$ cat config.mk
export PLATFORM = sky130hd
export DESIGN_NAME = csla_addsub
export DESIGN_NICKNAME = d
export VERILOG_FILES = /design/src/rtl/csla_pkg.sv /design/src/rtl/cla_lcu.sv /design/src/rtl/cla_block.sv /design/src/rtl/csla_addsub.sv
export SDC_FILE = /design/constraint.sdc
export NUM_CORES = 1
export LEC_CHECK = 0
export BUFFER_PORTS_ARGS = -buffer_cell sky130_fd_sc_hd__clkbuf_2
export CAP_MARGIN = 15
export CORE_MARGIN = 2
export CORE_UTILIZATION = 57
export CTS_BUF_LIST = sky130_fd_sc_hd__clkbuf_16
export DETAILED_ROUTE_END_ITERATION = 8
export GPL_TIMING_DRIVEN = 0
export PLACE_DENSITY = 0.87
export REMOVE_ABC_BUFFERS = 1
export SYNTH_ARGS = -nofsm -noshare
export SYNTH_HDL_FRONTEND = slang
export SYNTH_SLANG_ARGS = --single-unit
$ cat constraint.sdc
create_clock -name clk -period 6.6 [get_ports clk]
set_input_delay 0 -clock clk [delete_from_list [all_inputs] [get_ports clk]]
set_output_delay 0 -clock clk [all_outputs]
set_load 0.005 [all_outputs]
$ cat src/rtl/csla_pkg.sv
package csla_pkg;
  // Default sizing shared by the adder hierarchy.
  parameter int unsigned CSLA_WIDTH = 64;
  parameter int unsigned CSLA_GROUP = 4;
endpackage

$ cat src/rtl/cla_lcu.sv
// Flat lookahead unit: every carry is a single AND-then-OR of g/p terms.
module cla_lcu #(
  parameter int N = 4
) (
  input  logic [N-1:0] g,
  input  logic [N-1:0] p,
  input  logic         cin,
  output logic [N-1:0] c,   // c[j] = carry into position j
  output logic         gg,
  output logic         gp
);

  // carries into each position, expanded with no chain
  always_comb begin
    logic term;
    logic prod;
    for (int j = 0; j < N; j++) begin
      term = cin;
      for (int m = 0; m < j; m++) term = term & p[m];
      for (int k = 0; k < j; k++) begin
        prod = g[k];
        for (int m = k + 1; m < j; m++) prod = prod & p[m];
        term = term | prod;
      end
      c[j] = term;
    end
  end

  // block generate/propagate, independent of cin
  always_comb begin
    logic prod;
    gg = 1'b0;
    for (int k = 0; k < N; k++) begin
      prod = g[k];
      for (int m = k + 1; m < N; m++) prod = prod & p[m];
      gg = gg | prod;
    end
    gp = &p;
  end

endmodule

$ cat src/rtl/cla_block.sv
// Two-level lookahead adder: GROUP-bit groups, then a group-level unit.
module cla_block #(
  parameter int W     = 32,
  parameter int GROUP = 4
) (
  input  logic [W-1:0] a,
  input  logic [W-1:0] b,
  input  logic         cin,
  output logic [W-1:0] sum,
  output logic         cout
);

  localparam int NG = W / GROUP;

  logic [W-1:0]  bit_g, bit_p, bit_x, bit_c;
  logic [NG-1:0] grp_g, grp_p, grp_c;
  logic          blk_g, blk_p;

  assign bit_g = a & b;
  assign bit_p = a | b;
  assign bit_x = a ^ b;

  cla_lcu #(.N(NG)) u_top (
    .g  (grp_g),
    .p  (grp_p),
    .cin(cin),
    .c  (grp_c),
    .gg (blk_g),
    .gp (blk_p)
  );

  for (genvar gi = 0; gi < NG; gi++) begin : g_grp
    cla_lcu #(.N(GROUP)) u_grp (
      .g  (bit_g[gi*GROUP +: GROUP]),
      .p  (bit_p[gi*GROUP +: GROUP]),
      .cin(grp_c[gi]),
      .c  (bit_c[gi*GROUP +: GROUP]),
      .gg (grp_g[gi]),
      .gp (grp_p[gi])
    );
  end

  assign sum  = bit_x ^ bit_c;
  assign cout = blk_g | (blk_p & cin);

endmodule

$ cat src/rtl/csla_addsub.sv
module csla_addsub
  import csla_pkg::*;
#(
  parameter int WIDTH = CSLA_WIDTH,
  parameter int GROUP = CSLA_GROUP
) (
  input  logic             clk,
  input  logic             rst,
  input  logic [WIDTH-1:0] op_a,
  input  logic [WIDTH-1:0] op_b,
  input  logic             sub,
  output logic [WIDTH-1:0] sum_q,
  output logic             cout_q
);

  localparam int HALF = WIDTH / 2;

  logic [WIDTH-1:0] b_eff;
  logic [HALF-1:0]  lo_sum, hi0_sum, hi1_sum, hi_sel;
  logic             lo_cout, hi0_cout, hi1_cout, hi_cout;

  assign b_eff = sub ? ~op_b : op_b;

  cla_block #(.W(HALF), .GROUP(GROUP)) u_lo (
    .a(op_a[HALF-1:0]), .b(b_eff[HALF-1:0]), .cin(sub),
    .sum(lo_sum), .cout(lo_cout)
  );

  // speculative high halves
  cla_block #(.W(HALF), .GROUP(GROUP)) u_hi0 (
    .a(op_a[WIDTH-1:HALF]), .b(b_eff[WIDTH-1:HALF]), .cin(1'b0),
    .sum(hi0_sum), .cout(hi0_cout)
  );

  cla_block #(.W(HALF), .GROUP(GROUP)) u_hi1 (
    .a(op_a[WIDTH-1:HALF]), .b(b_eff[WIDTH-1:HALF]), .cin(1'b1),
    .sum(hi1_sum), .cout(hi1_cout)
  );

  assign hi_sel  = lo_cout ? hi1_sum  : hi0_sum;
  assign hi_cout = lo_cout ? hi1_cout : hi0_cout;

  always_ff @(posedge clk) begin
    if (rst) begin
      sum_q  <= '0;
      cout_q <= 1'b0;
    end else begin
      sum_q  <= {hi_sel, lo_sum};
      cout_q <= hi_cout;
    end
  end

  // ---------------- assertions ----------------
  logic [WIDTH:0] ref_full;
  logic [HALF:0]  ref_lo;
  assign ref_full = {1'b0, op_a} + {1'b0, b_eff} + {{WIDTH{1'b0}}, sub};
  assign ref_lo   = {1'b0, op_a[HALF-1:0]} + {1'b0, b_eff[HALF-1:0]} + {{HALF{1'b0}}, sub};

  // registered result matches a behavioural 65-bit sum
  assert_result_R2: assert property (@(posedge clk) disable iff (rst)
    1'b1 |=> {cout_q, sum_q} == $past(ref_full));

  // the two speculative halves differ by exactly one
  assert_spec_pair_R4: assert property (@(posedge clk) disable iff (rst)
    hi1_sum == hi0_sum + HALF'(1));

  // low-half carry matches behavioural low sum
  assert_lo_carry_R9: assert property (@(posedge clk) disable iff (rst)
    lo_cout == ref_lo[HALF]);

  // subtracting zero never borrows
  assert_sub_zero_R8: assert property (@(posedge clk) disable iff (rst)
    (sub && op_b == '0) |=> cout_q);

  // a - a yields zero with no borrow
  assert_self_sub_R8: assert property (@(posedge clk) disable iff (rst)
    (sub && op_a == op_b) |=> (sum_q == '0 && cout_q));

endmodule

==> results of run 1 <==
routing by layer:
metal,part of all wire,GRT usage
met1,0.41,0.265
met2,0.50,0.420
met3,0.057,0.0505
met4,0.028,0.0983
met5,0,0
layout by cell type (no fill, tap or decap), types with 11 or more instances in the layout:
| master | instances |
|---|---|
| clkbuf_2 | 193 |
| inv_1 | 174 |
| ha_1 | 128 |
| xor2_1 | 80 |
| nor2_1 | 73 |
| dfxtp_1 | 65 |
| a21oi_1 | 47 |
| xnor2_1 | 15 |
| nor2b_1 | 15 |
| nor3_1 | 14 |
| fa_1 | 14 |
| o31ai_1 | 13 |
| nand2_1 | 12 |
| nor4_1 | 11 |
worst max-delay path, delay by kind of cell:
| family | cells | cell delay, ns |
|---|---|---|
| buffers and inverters | 3 | 0.89 |
| AO/OA/AOI/OAI | 7 | 1.72 |
| AND/OR/NAND/NOR | 2 | 0.59 |
| XOR/XNOR | 2 | 0.35 |
| adder cells (fa/ha/maj) | 2 | 0.61 |
cells in the mapped netlist (7+ instances only):
library cell / instances
a21oi_1: 47
dfxtp_1: 65
nor4_1: 11
nor3_1: 14
nor2b_1: 15
nand2_1: 12
buf_1: 8
o21ai_0: 8
fa_1: 14
o21bai_1: 8
mux2_2: 7
nor2_1: 73
ha_1: 128
o31ai_1: 13
clkbuf_1: 8
xnor2_1: 15
xor2_1: 80
inv_1: 172
through the flow:
stage / area, um2 / setup slack, ns
5_1_grt: 7840 / 2.24
3_5_place_dp: 7600 / 2.24
3_3_place_gp: 7570 / 1.43
6_report: 7840 / 2.58
4_1_cts: 7840 / 2.52
2_1_floorplan: 6420 / 3.58
state kept, by name, summed over array words and instances, names as in the netlist:
register and flops:
cout_q 1, sum_q 64
power breakdown:
group	total (W)	internal [W]	switching (W)
combinational	0.000647	0.000299	0.000348
clock	0.000411	0.000243	0.000168
sequential	0.000492	0.000471	0.0000216
worst paths after layout:
path                               end  cells past startpoint  slack [ns]     start
setup / recovery  sum_q[61]$_SDFF_PP0_                     16        2.58       sub
hold / removal       cout_q$_SDFF_PP0_                      4        0.03  op_a[63]
final cells by class:
cell class / count / area, um2 / share of cell area
well taps: 140 / 175 / 0.0223
repair buffers: 196 / 1010 / 0.129
inverters: 174 / 653 / 0.0833
clock buffers: 9 / 225 / 0.0287
multi-input cells: 526 / 4460 / 0.569
clock inverters: 4 / 16.3 / 0.00207
flip-flops and latches: 65 / 1300 / 0.166
logic make-up (layout without fill, tap and decap cells):
kind of cell,after synthesis,in the layout
AND/OR/NAND/NOR,155,155
buffers and inverters,190,383
flip-flops,65,65
multiplexers,12,12
adder cells (fa/ha/maj),142,142
XOR/XNOR,95,95
AO/OA/AOI/OAI,122,122
==> run metrics, run 1 <==
Cell Pwr Density 198 nW/um2; Final HPWL DP 11.5 mm; TritonCTS clock tree built; row count 38; Tot GR Track Use 0.233; first-pass GRT wire length 23.9 mm; Pre-antenna DRT Iters 4; maxcap violations 0; post-route minimum period 4.02 ns; full die area 12,200 um2; DR vias 5,612; FFs w/ async S/R, synth 0; ANT nets after route 0; post-CTS resize count 0; Via density 5.04; clk buf depth 2; post-CTS setup buffers 0; top post-synthesis cells by area ha_1, dfxtp_1, xor2_1, inv_1, fa_1; Setup Crit Path Kind in2reg; vias in the first global route 5,517; VDD IR max 0.118 mV; Syn Std Cell Area 6480 um2; Startpoint Class input port; worst min path class in2reg; area growth from synthesis to layout 21.1%; Hold Slack 0.0293 ns; Final setup viols 0; Final Cycle Share 0.609; Num CTS Buffers 9; area share of fa/ha/maj cells after synthesis 0.291; sum of negative setup slack 0 ns; Avg Inst Size Synth 8.29 um2; Clock Sinks 65; critical path's slowest cell or4_4; post-synthesis compound-gate area fraction 0.134; largest family of logic cells by synthesized area adder cells; Initial Util 0.590; Die Y 111 um; port bufs 195; Total Power 0.00155 W; clock root buffer clkbuf_16; CP Max Fanout 39; Crit. End Element register; Required @ worst endpoint 6.78 ns; cell count after synthesis 781; biggest area consumer among synthesized cells ha_1; Placer Congestion 0.806; Final Non-Filler Cells 1,114; Primary FF master, synth dfxtp_1; DRT iter0 DRCs 219; IO Pins 196; crit path cell chain clkbuf_4, buf_16, xor2_1, inv_1, ha_1, or4_4, a2111oi_4, o31ai_2, a211oi_2, o211ai_2, a21oi_1, o22ai_1, o21ba_2, fa_1, xor2_1, nor2_1; Worst Path Arrival 4.20 ns; max_slew headroom 0.381; Layout Nets 1,245; Post-Place Cells 1,101; total gr overflow 0; ant diodes 0; Clock Pin Slew Worst Setup and Hold Paths 0.05 ns; XOR/XNOR Fraction of Synth Area 0.128; sequential fraction of the synthesis area 0.201; EDFF count, synth 0; Max Clock Freq 0.249 GHz; Lkg Pwr 4.43 nW; run status finished clean; initial antenna violation count 0; share of the synthesized area in the top cell type 0.247; Synth Area in Simple Gates 0.116; Hold Buf Count CTS 0; synth warn 0; Routed WL 14.2 mm; RSZ-0062 raised after global routing no; core region area 11,000 um2; Die X 111 um; Cell variety after synth 55; share of post-route cells with drive strength above 1 0.235; largest net degree at the start of global routing 79; Critical Path Max Stage Delay 0.54 ns; Slew Viols, Final 0; crit-path most repeated cell xor2_1; Final Hold Fails 0; H-Tree Depth 3; DR WL/cell 12.7 um; post-layout util 0.714; DRC 0; Worst Max-Slew Pin Slew 0.929 ns; Seq cells post-synth 65; Fill cells 876; proportion of synthesized area in mux cells 0.0205
Power figures use the tool's default switching activity.
==> inputs of run 2 (changes only) <==
--- a/config.mk
+++ b/config.mk
@@ -5,14 +5,15 @@
 export SDC_FILE = /design/constraint.sdc
 export NUM_CORES = 1
 export LEC_CHECK = 0
+export ABC_AREA = 1
 export BUFFER_PORTS_ARGS = -buffer_cell sky130_fd_sc_hd__clkbuf_2
 export CAP_MARGIN = 15
 export CORE_MARGIN = 2
-export CORE_UTILIZATION = 57
+export CORE_UTILIZATION = 49
 export CTS_BUF_LIST = sky130_fd_sc_hd__clkbuf_16
 export DETAILED_ROUTE_END_ITERATION = 8
 export GPL_TIMING_DRIVEN = 0
-export PLACE_DENSITY = 0.87
+export PLACE_DENSITY = 0.79
 export REMOVE_ABC_BUFFERS = 1
 export SYNTH_ARGS = -nofsm -noshare
 export SYNTH_HDL_FRONTEND = slang
==> constraint.sdc (replaced) <==
create_clock -name clk -period 3.6 [get_ports clk]
set_input_delay 0 -clock clk [delete_from_list [all_inputs] [get_ports clk]]
set_output_delay 0 -clock clk [all_outputs]
set_load 0.005 [all_outputs]
==> run 2 against run 1 <==
Net effect:
- utilization decreased by 10 points
- worst setup slack worse by 2.0 ns
- synthesized cell count rose by 18%
- non-clock buffer count up 2
- critical path type unchanged
==> run metrics, run 2 <==
Required @ worst endpoint 3.80 ns (-2.98 ns); row count 42 (+11%); Worst Max-Slew Pin Slew 0.799 ns (-0.130 ns); Placement Cell Area 7850 um2 (+3.3%); post-route minimum period 3.06 ns; initial antenna violation count 0 (unchanged); share of post-route cells with drive strength above 1 0.223 (-0.0122); Worst Path Arrival 3.27 ns (-0.93 ns); Buf+Inv Stages, Crit Path 6 (+3); total gr overflow 0 (unchanged); cell count after synthesis 922 (+18%); worst slack, placed 0.162 ns (-2.08 ns); largest net degree at the start of global routing 37 (-53%); Cell variety after synth 40 (-27%); post-layout util 0.611 (-0.103); Seq cells post-synth 65 (unchanged); Hold Startpoint op_a[38]; RSZ-0062 raised after global routing no; Final HPWL DP 11.7 mm (+2.4%); count leader, synth inv_1; clock root buffer clkbuf_16; crit path from sub; DR vias 5,857 (+4.4%); Die Y 121 um (+9.4%); TritonCTS clock tree built; post-CTS setup buffers 0 (unchanged); maxcap violations 0 (unchanged); sum of negative setup slack 0 ns (unchanged); top post-synthesis cells by area ha_1, dfxtp_1, inv_1, xnor2_1, nand2_1; Avg Inst Size Synth 7.27 um2 (-12%); Post-Place Cells 1,278 (+16%); critical path's slowest cell clkbuf_4; Most flops, register sum_q; core region area 13,300 um2 (+21%); max_slew headroom 0.467 (+0.0865); Tot GR Track Use 0.202 (-0.0310); EDFF count, synth 0 (unchanged); Via density 4.53 (-10%); Layout Nets 1,388 (+11%); Seq pwr share 0.313 (-0.004); ANT nets after route 0 (unchanged); biggest area consumer among synthesized cells ha_1; FFs w/ async S/R, synth 0 (unchanged); port bufs 195 (unchanged); CP Max Fanout 36 (-7.7%); Clock Sinks 65 (unchanged); DRT iter0 DRCs 148 (-32%); most frequent cells in the layout inv_1, clkbuf_2, ha_1; Routed WL 14.3 mm (+0.97%); Internal 0.00180 W (+78%); first-pass GRT wire length 23.8 mm (-0.35%); Hold Path Depth 4 (unchanged); Initial Util 0.504 (-0.0852); Syn Std Cell Area 6710 um2 (+3.6%); critical path's top delay family simple AND/OR/NAND/NOR gates; synth warn 0 (unchanged); area growth from synthesis to layout 21.2% (about the same); Comb pwr share 0.415 (-0.002); VDD IR max 0.224 mV (+90%); Die X 121 um (+9.4%); switching power 0.00104 W (+93%); vias in the first global route 5,599 (+1.5%); clk buf depth 2 (unchanged); Worst Setup Slack, final 0.537 ns (-2.05 ns); Crit. End Element register; full die area 14,600 um2 (+20%); DRC 0 (unchanged); H-Tree Depth 3 (unchanged); max FFs per register 64 (unchanged); Final Cycle Share 0.851; DR WL/cell 11.1 um (-13%); Pre-antenna DRT Iters 4 (unchanged); commonest non-fill, non-tap cell in the layout inv_1; Setup Crit Path Kind in2reg; IO Pins 196 (unchanged); synth cell count leaders inv_1, ha_1, nand2_1, nor2_1, dfxtp_1; Final Hold Fails 0 (unchanged); Num CTS Buffers 9 (unchanged); Max Clock Freq 0.326 GHz; Critical Path Stages 22 (+6); Clock Pin Slew Worst Setup and Hold Paths 0.06 ns (about the same); Largest regs sum_q: 64 flops, cout_q: 1 flops; Slew Viols, Final 0 (unchanged); Final setup viols 0 (unchanged); Clk pwr share 0.271 (+0.006); sequential fraction of the synthesis area 0.194 (-0.00690); run status finished clean; worst min path class in2reg; ant diodes 0 (unchanged); Critical Path Max Stage Delay 0.50 ns (-0.04 ns); sw frac 0.366 (+0.0186); Cell Pwr Density 350 nW/um2 (+77%); Primary FF master, synth dfxtp_1; Placer Congestion 0.812 (+0.68%); share of the synthesized area in the top cell type 0.239 (-0.00849); Final Non-Filler Cells 1,293 (+16%); Lkg Pwr 4.82 nW (+8.7%); post-route cell area 8130 um2 (+3.7%); crit-path most repeated cell nor2_1; crit path cell chain clkbuf_4, buf_16, xor2_1, inv_1, ha_1, nor2_1, inv_1, nor2_1, nand2_1, nor2_1, nand2_1, nand2_2, nor2_4, nand2_8, inv_6, nand2_4, nand3_2, nand2_2, inv_1, fa_1, xor2_1, nor2_1; Startpoint Class input port
-- run 2: repair_timing --
item,CTS,global route
endpoints found under the hold margin,1,0
hold buffers,1,0
gates resized for setup,0,0
-- run 2: area by class of cell --
| class | instances | area [um2] |
|---|---|---|
| Multi-Input combinational cell | 597 | 4400 |
| Clock inverter | 4 | 16.3 |
| Inverter | 244 | 921 |
| Fill cell | 1220 | 5170 |
| Clock buffer | 9 | 225 |
| Sequential cell | 65 | 1300 |
| Tap cell | 176 | 220 |
| Timing Repair Buffer | 198 | 1040 |
-- run 2: layer usage --
| metal | track usage | share of wire |
|---|---|---|
| met1 | 0.229 | 0.43 |
| met2 | 0.370 | 0.50 |
| met3 | 0.0446 | 0.058 |
| met4 | 0.0719 | 0.017 |
| met5 | 0 | 0 |
-- run 2: cell families after synthesis --
family          count (synthesis)  share of synthesized area
xor+xnor                       78                      0.102
buf+inv                       260                      0.150
flops                          65                      0.194
simple gates                  271                      0.187
compound gates                106                     0.0866
fa+ha+maj                     142                      0.281
-- run 2: power groups by stage --
stage	sequential, W	combinational [W]	clock [W]
final	0.000890	0.00118	0.000772
after global routing	0.000901	0.00136	0.000815
after CTS	0.000892	0.00120	0.000790
after detailed placement	0.000905	0.00118	0
after global placement	0.000904	0.00115	0
after floorplan	0.000921	0.000761	0
-- run 2: worst paths after layout --
check                                  end  slack, ns
worst max-delay path  sum_q[61]$_SDFF_PP0_       0.54
worst min-delay path  sum_q[38]$_SDFF_PP0_       0.03
-- run 2: through the flow --
stage	power (W)	hold slack [ns]
floorplan	0.00168	0.0667
global placement	0.00205	0.339
detailed placement	0.00209	0.341
CTS	0.00288	0.0320
global route	0.00308	0.0530
finish	0.00284	0.0349
==> inputs of run 3 (changes only) <==
--- a/config.mk
+++ b/config.mk
@@ -9,11 +9,11 @@
 export BUFFER_PORTS_ARGS = -buffer_cell sky130_fd_sc_hd__clkbuf_2
 export CAP_MARGIN = 15
 export CORE_MARGIN = 2
-export CORE_UTILIZATION = 49
+export CORE_UTILIZATION = 30
 export CTS_BUF_LIST = sky130_fd_sc_hd__clkbuf_16
 export DETAILED_ROUTE_END_ITERATION = 8
 export GPL_TIMING_DRIVEN = 0
-export PLACE_DENSITY = 0.79
+export PLACE_DENSITY = 0.53
 export REMOVE_ABC_BUFFERS = 1
 export SYNTH_ARGS = -nofsm -noshare
 export SYNTH_HDL_FRONTEND = slang
==> run 3 against run 2 <==
Net effect:
- via count is 1.2% lower
- first-iteration DRC count is 6.1% higher
- count of clock-buffer cells in the layout stayed put
- die area is 61% higher
- global-route usage is 6.2 points lower
- combinational power hardly changed
- critical path depth is 2 lower
- wire length is 10% higher
- sequential power hardly changed
- worst setup slack worse by 0.037 ns
- final area is 2.5% higher
- critical path type unchanged
- largest power group unchanged
- highest routed layer unchanged
==> run metrics, run 3 (synthesized netlist as in run 2, its figures left out) <==
run status finished clean; first-pass GRT wire length 27.1 mm (+14%); Routed WL 15.8 mm (+10%); core region area 21,900 um2 (+65%); post-CTS setup buffers 0 (unchanged); Clock Pin Slew Worst Setup and Hold Paths 0.06 ns (about the same); Max Clock Freq 0.323 GHz (-1.2%); Tot GR Track Use 0.141 (-0.0616); critical path's slowest cell clkbuf_4; Largest regs sum_q: 64 flops, cout_q: 1 flops; DRC 0 (unchanged); Pre-antenna DRT Iters 4 (unchanged); Clock Sinks 65 (unchanged); DRT iter0 DRCs 157 (+6.1%); crit path to sum_q[61]$_SDFF_PP0_; Slew Viols, Final 0 (unchanged); Lkg Pwr 4.84 nW (+0.48%); Cell Pwr Density 365 nW/um2 (+4.4%); Buf+Inv Stages, Crit Path 5 (-1); worst slack, placed 0.129 ns (-0.0337 ns); max_slew headroom 0.444 (-0.0231); Critical Path Stages 20 (-9.1%); Critical Path Max Stage Delay 0.56 ns (+0.06 ns); most frequent cells in the layout inv_1, clkbuf_2, ha_1; Internal 0.00196 W (+8.6%); Total Power 0.00304 W (+7.0%); clk buf depth 2 (unchanged); Required @ worst endpoint 3.79 ns (about the same); Comb pwr share 0.391 (-0.024); post-route minimum period 3.10 ns (+0.0367 ns); Worst Max-Slew Pin Slew 0.834 ns (+0.0346 ns); sw frac 0.356 (-0.00992); H-Tree Depth 3 (unchanged); Initial Util 0.306 (-0.198); Clk pwr share 0.316 (+0.045); vias in the first global route 5,808 (+3.7%); IO Pins 196 (unchanged); max FFs per register 64 (unchanged); critical path's top delay family simple AND/OR/NAND/NOR gates; switching power 0.00108 W (+4.1%); ANT nets after route 0 (unchanged); initial antenna violation count 1 (+1); sum of negative setup slack 0 ns (unchanged); TritonCTS clock tree built; post-CTS resize count 0 (unchanged); crit path cell chain clkbuf_4, buf_16, xor2_1, inv_1, ha_1, nor2_1, nand2_1, nor2_1, nand3_1, nand2_1, inv_1, nand4_1, nand2_1, nand4_4, nand3_2, nand2_2, inv_1, fa_1, xor2_1, nor2_1; commonest non-fill, non-tap cell in the layout inv_1; CP Max Fanout 36 (unchanged); Die Y 154 um (+27%); Seq pwr share 0.292 (-0.021); DR WL/cell 11.3 um (+1.8%); Setup Crit Path Kind in2reg; Crit. End Element register; Startpoint Class input port; Worst Setup Slack, final 0.500 ns (-0.0367 ns); largest net degree at the start of global routing 37 (unchanged); RSZ-0062 raised after global routing no; post-route cell area 8330 um2 (+2.5%); row count 54 (+29%); port bufs 195 (unchanged); Fill cells 2,352 (+93%); crit path from sub; Most flops, register sum_q; Hold Buf Count CTS 1 (unchanged); Hold Startpoint op_a[14]; total gr overflow 0 (unchanged); Worst Path Arrival 3.29 ns (+0.02 ns); Placer Congestion 0.743 (-8.5%); Layout Nets 1,388 (unchanged); share of post-route cells with drive strength above 1 0.226 (+0.00297); Via density 4.13 (-8.8%); Hold Slack 0.0323 ns (-0.00254 ns); DR vias 5,789 (-1.2%); Final Hold Fails 0 (unchanged); full die area 23,600 um2 (+61%); Final HPWL DP 13.2 mm (+12%); worst min path class in2reg; clock root buffer clkbuf_16; Die X 154 um (+27%); Placement Cell Area 8010 um2 (+2.0%); area growth from synthesis to layout 24.2%; Num CTS Buffers 9 (unchanged); Final Cycle Share 0.861 (+0.0102); Final setup viols 0 (unchanged); VDD IR max 0.191 mV (-15%); maxcap violations 0 (unchanged)
==> run 3: final cells by class <==
type | instances | area [um2] | area share
Multi-Input combinational cell | 597 | 4400 | 0.528
Inverter | 244 | 921 | 0.111
Timing Repair Buffer | 198 | 1040 | 0.125
Antenna cell | 1 | 2.50 | 0.000300
Sequential cell | 65 | 1300 | 0.156
Clock inverter | 7 | 85.1 | 0.0102
Clock buffer | 9 | 225 | 0.0270
Tap cell | 280 | 350 | 0.0421
==> run 3: how the worst min path moves through the flow <==
| stage | slack (ns) | cells past startpoint | endpoint |
|---|---|---|---|
| after floorplan | 0.07 | 1 | sum_q[12]$_SDFF_PP0_ |
| after global placement | 0.35 | 3 | sum_q[1]$_SDFF_PP0_ |
| after detailed placement | 0.34 | 3 | sum_q[1]$_SDFF_PP0_ |
| after CTS | 0.02 | 4 | sum_q[46]$_SDFF_PP0_ |
| after global routing | 0.06 | 4 | sum_q[35]$_SDFF_PP0_ |
| final | 0.03 | 4 | sum_q[14]$_SDFF_PP0_ |
==> run 3: through the flow <==
stage                     cells   util
after detailed placement   1383  0.366
final                      1401  0.380
after CTS                  1400  0.380
after global placement     1381  0.363
after global routing       1400  0.380
after floorplan             906      -
==> run 3: power by group through the flow <==
stage | clock, W | combinational, W | sequential [W]
after floorplan | 0 | 0.000761 | 0.000921
after global placement | 0 | 0.00120 | 0.000905
after detailed placement | 0 | 0.00121 | 0.000907
after CTS | 0.00101 | 0.00122 | 0.000891
after global routing | 0.00104 | 0.00140 | 0.000904
final | 0.000962 | 0.00119 | 0.000889
==> run 3: per-layer routing <==
metal,up-vias,part of all wire,GRT usage
met5,-,0,0
met4,0,0.015,0.0389
met3,18,0.078,0.0465
met2,147,0.48,0.246
met1,2493,0.43,0.164
li1,3131,-,-
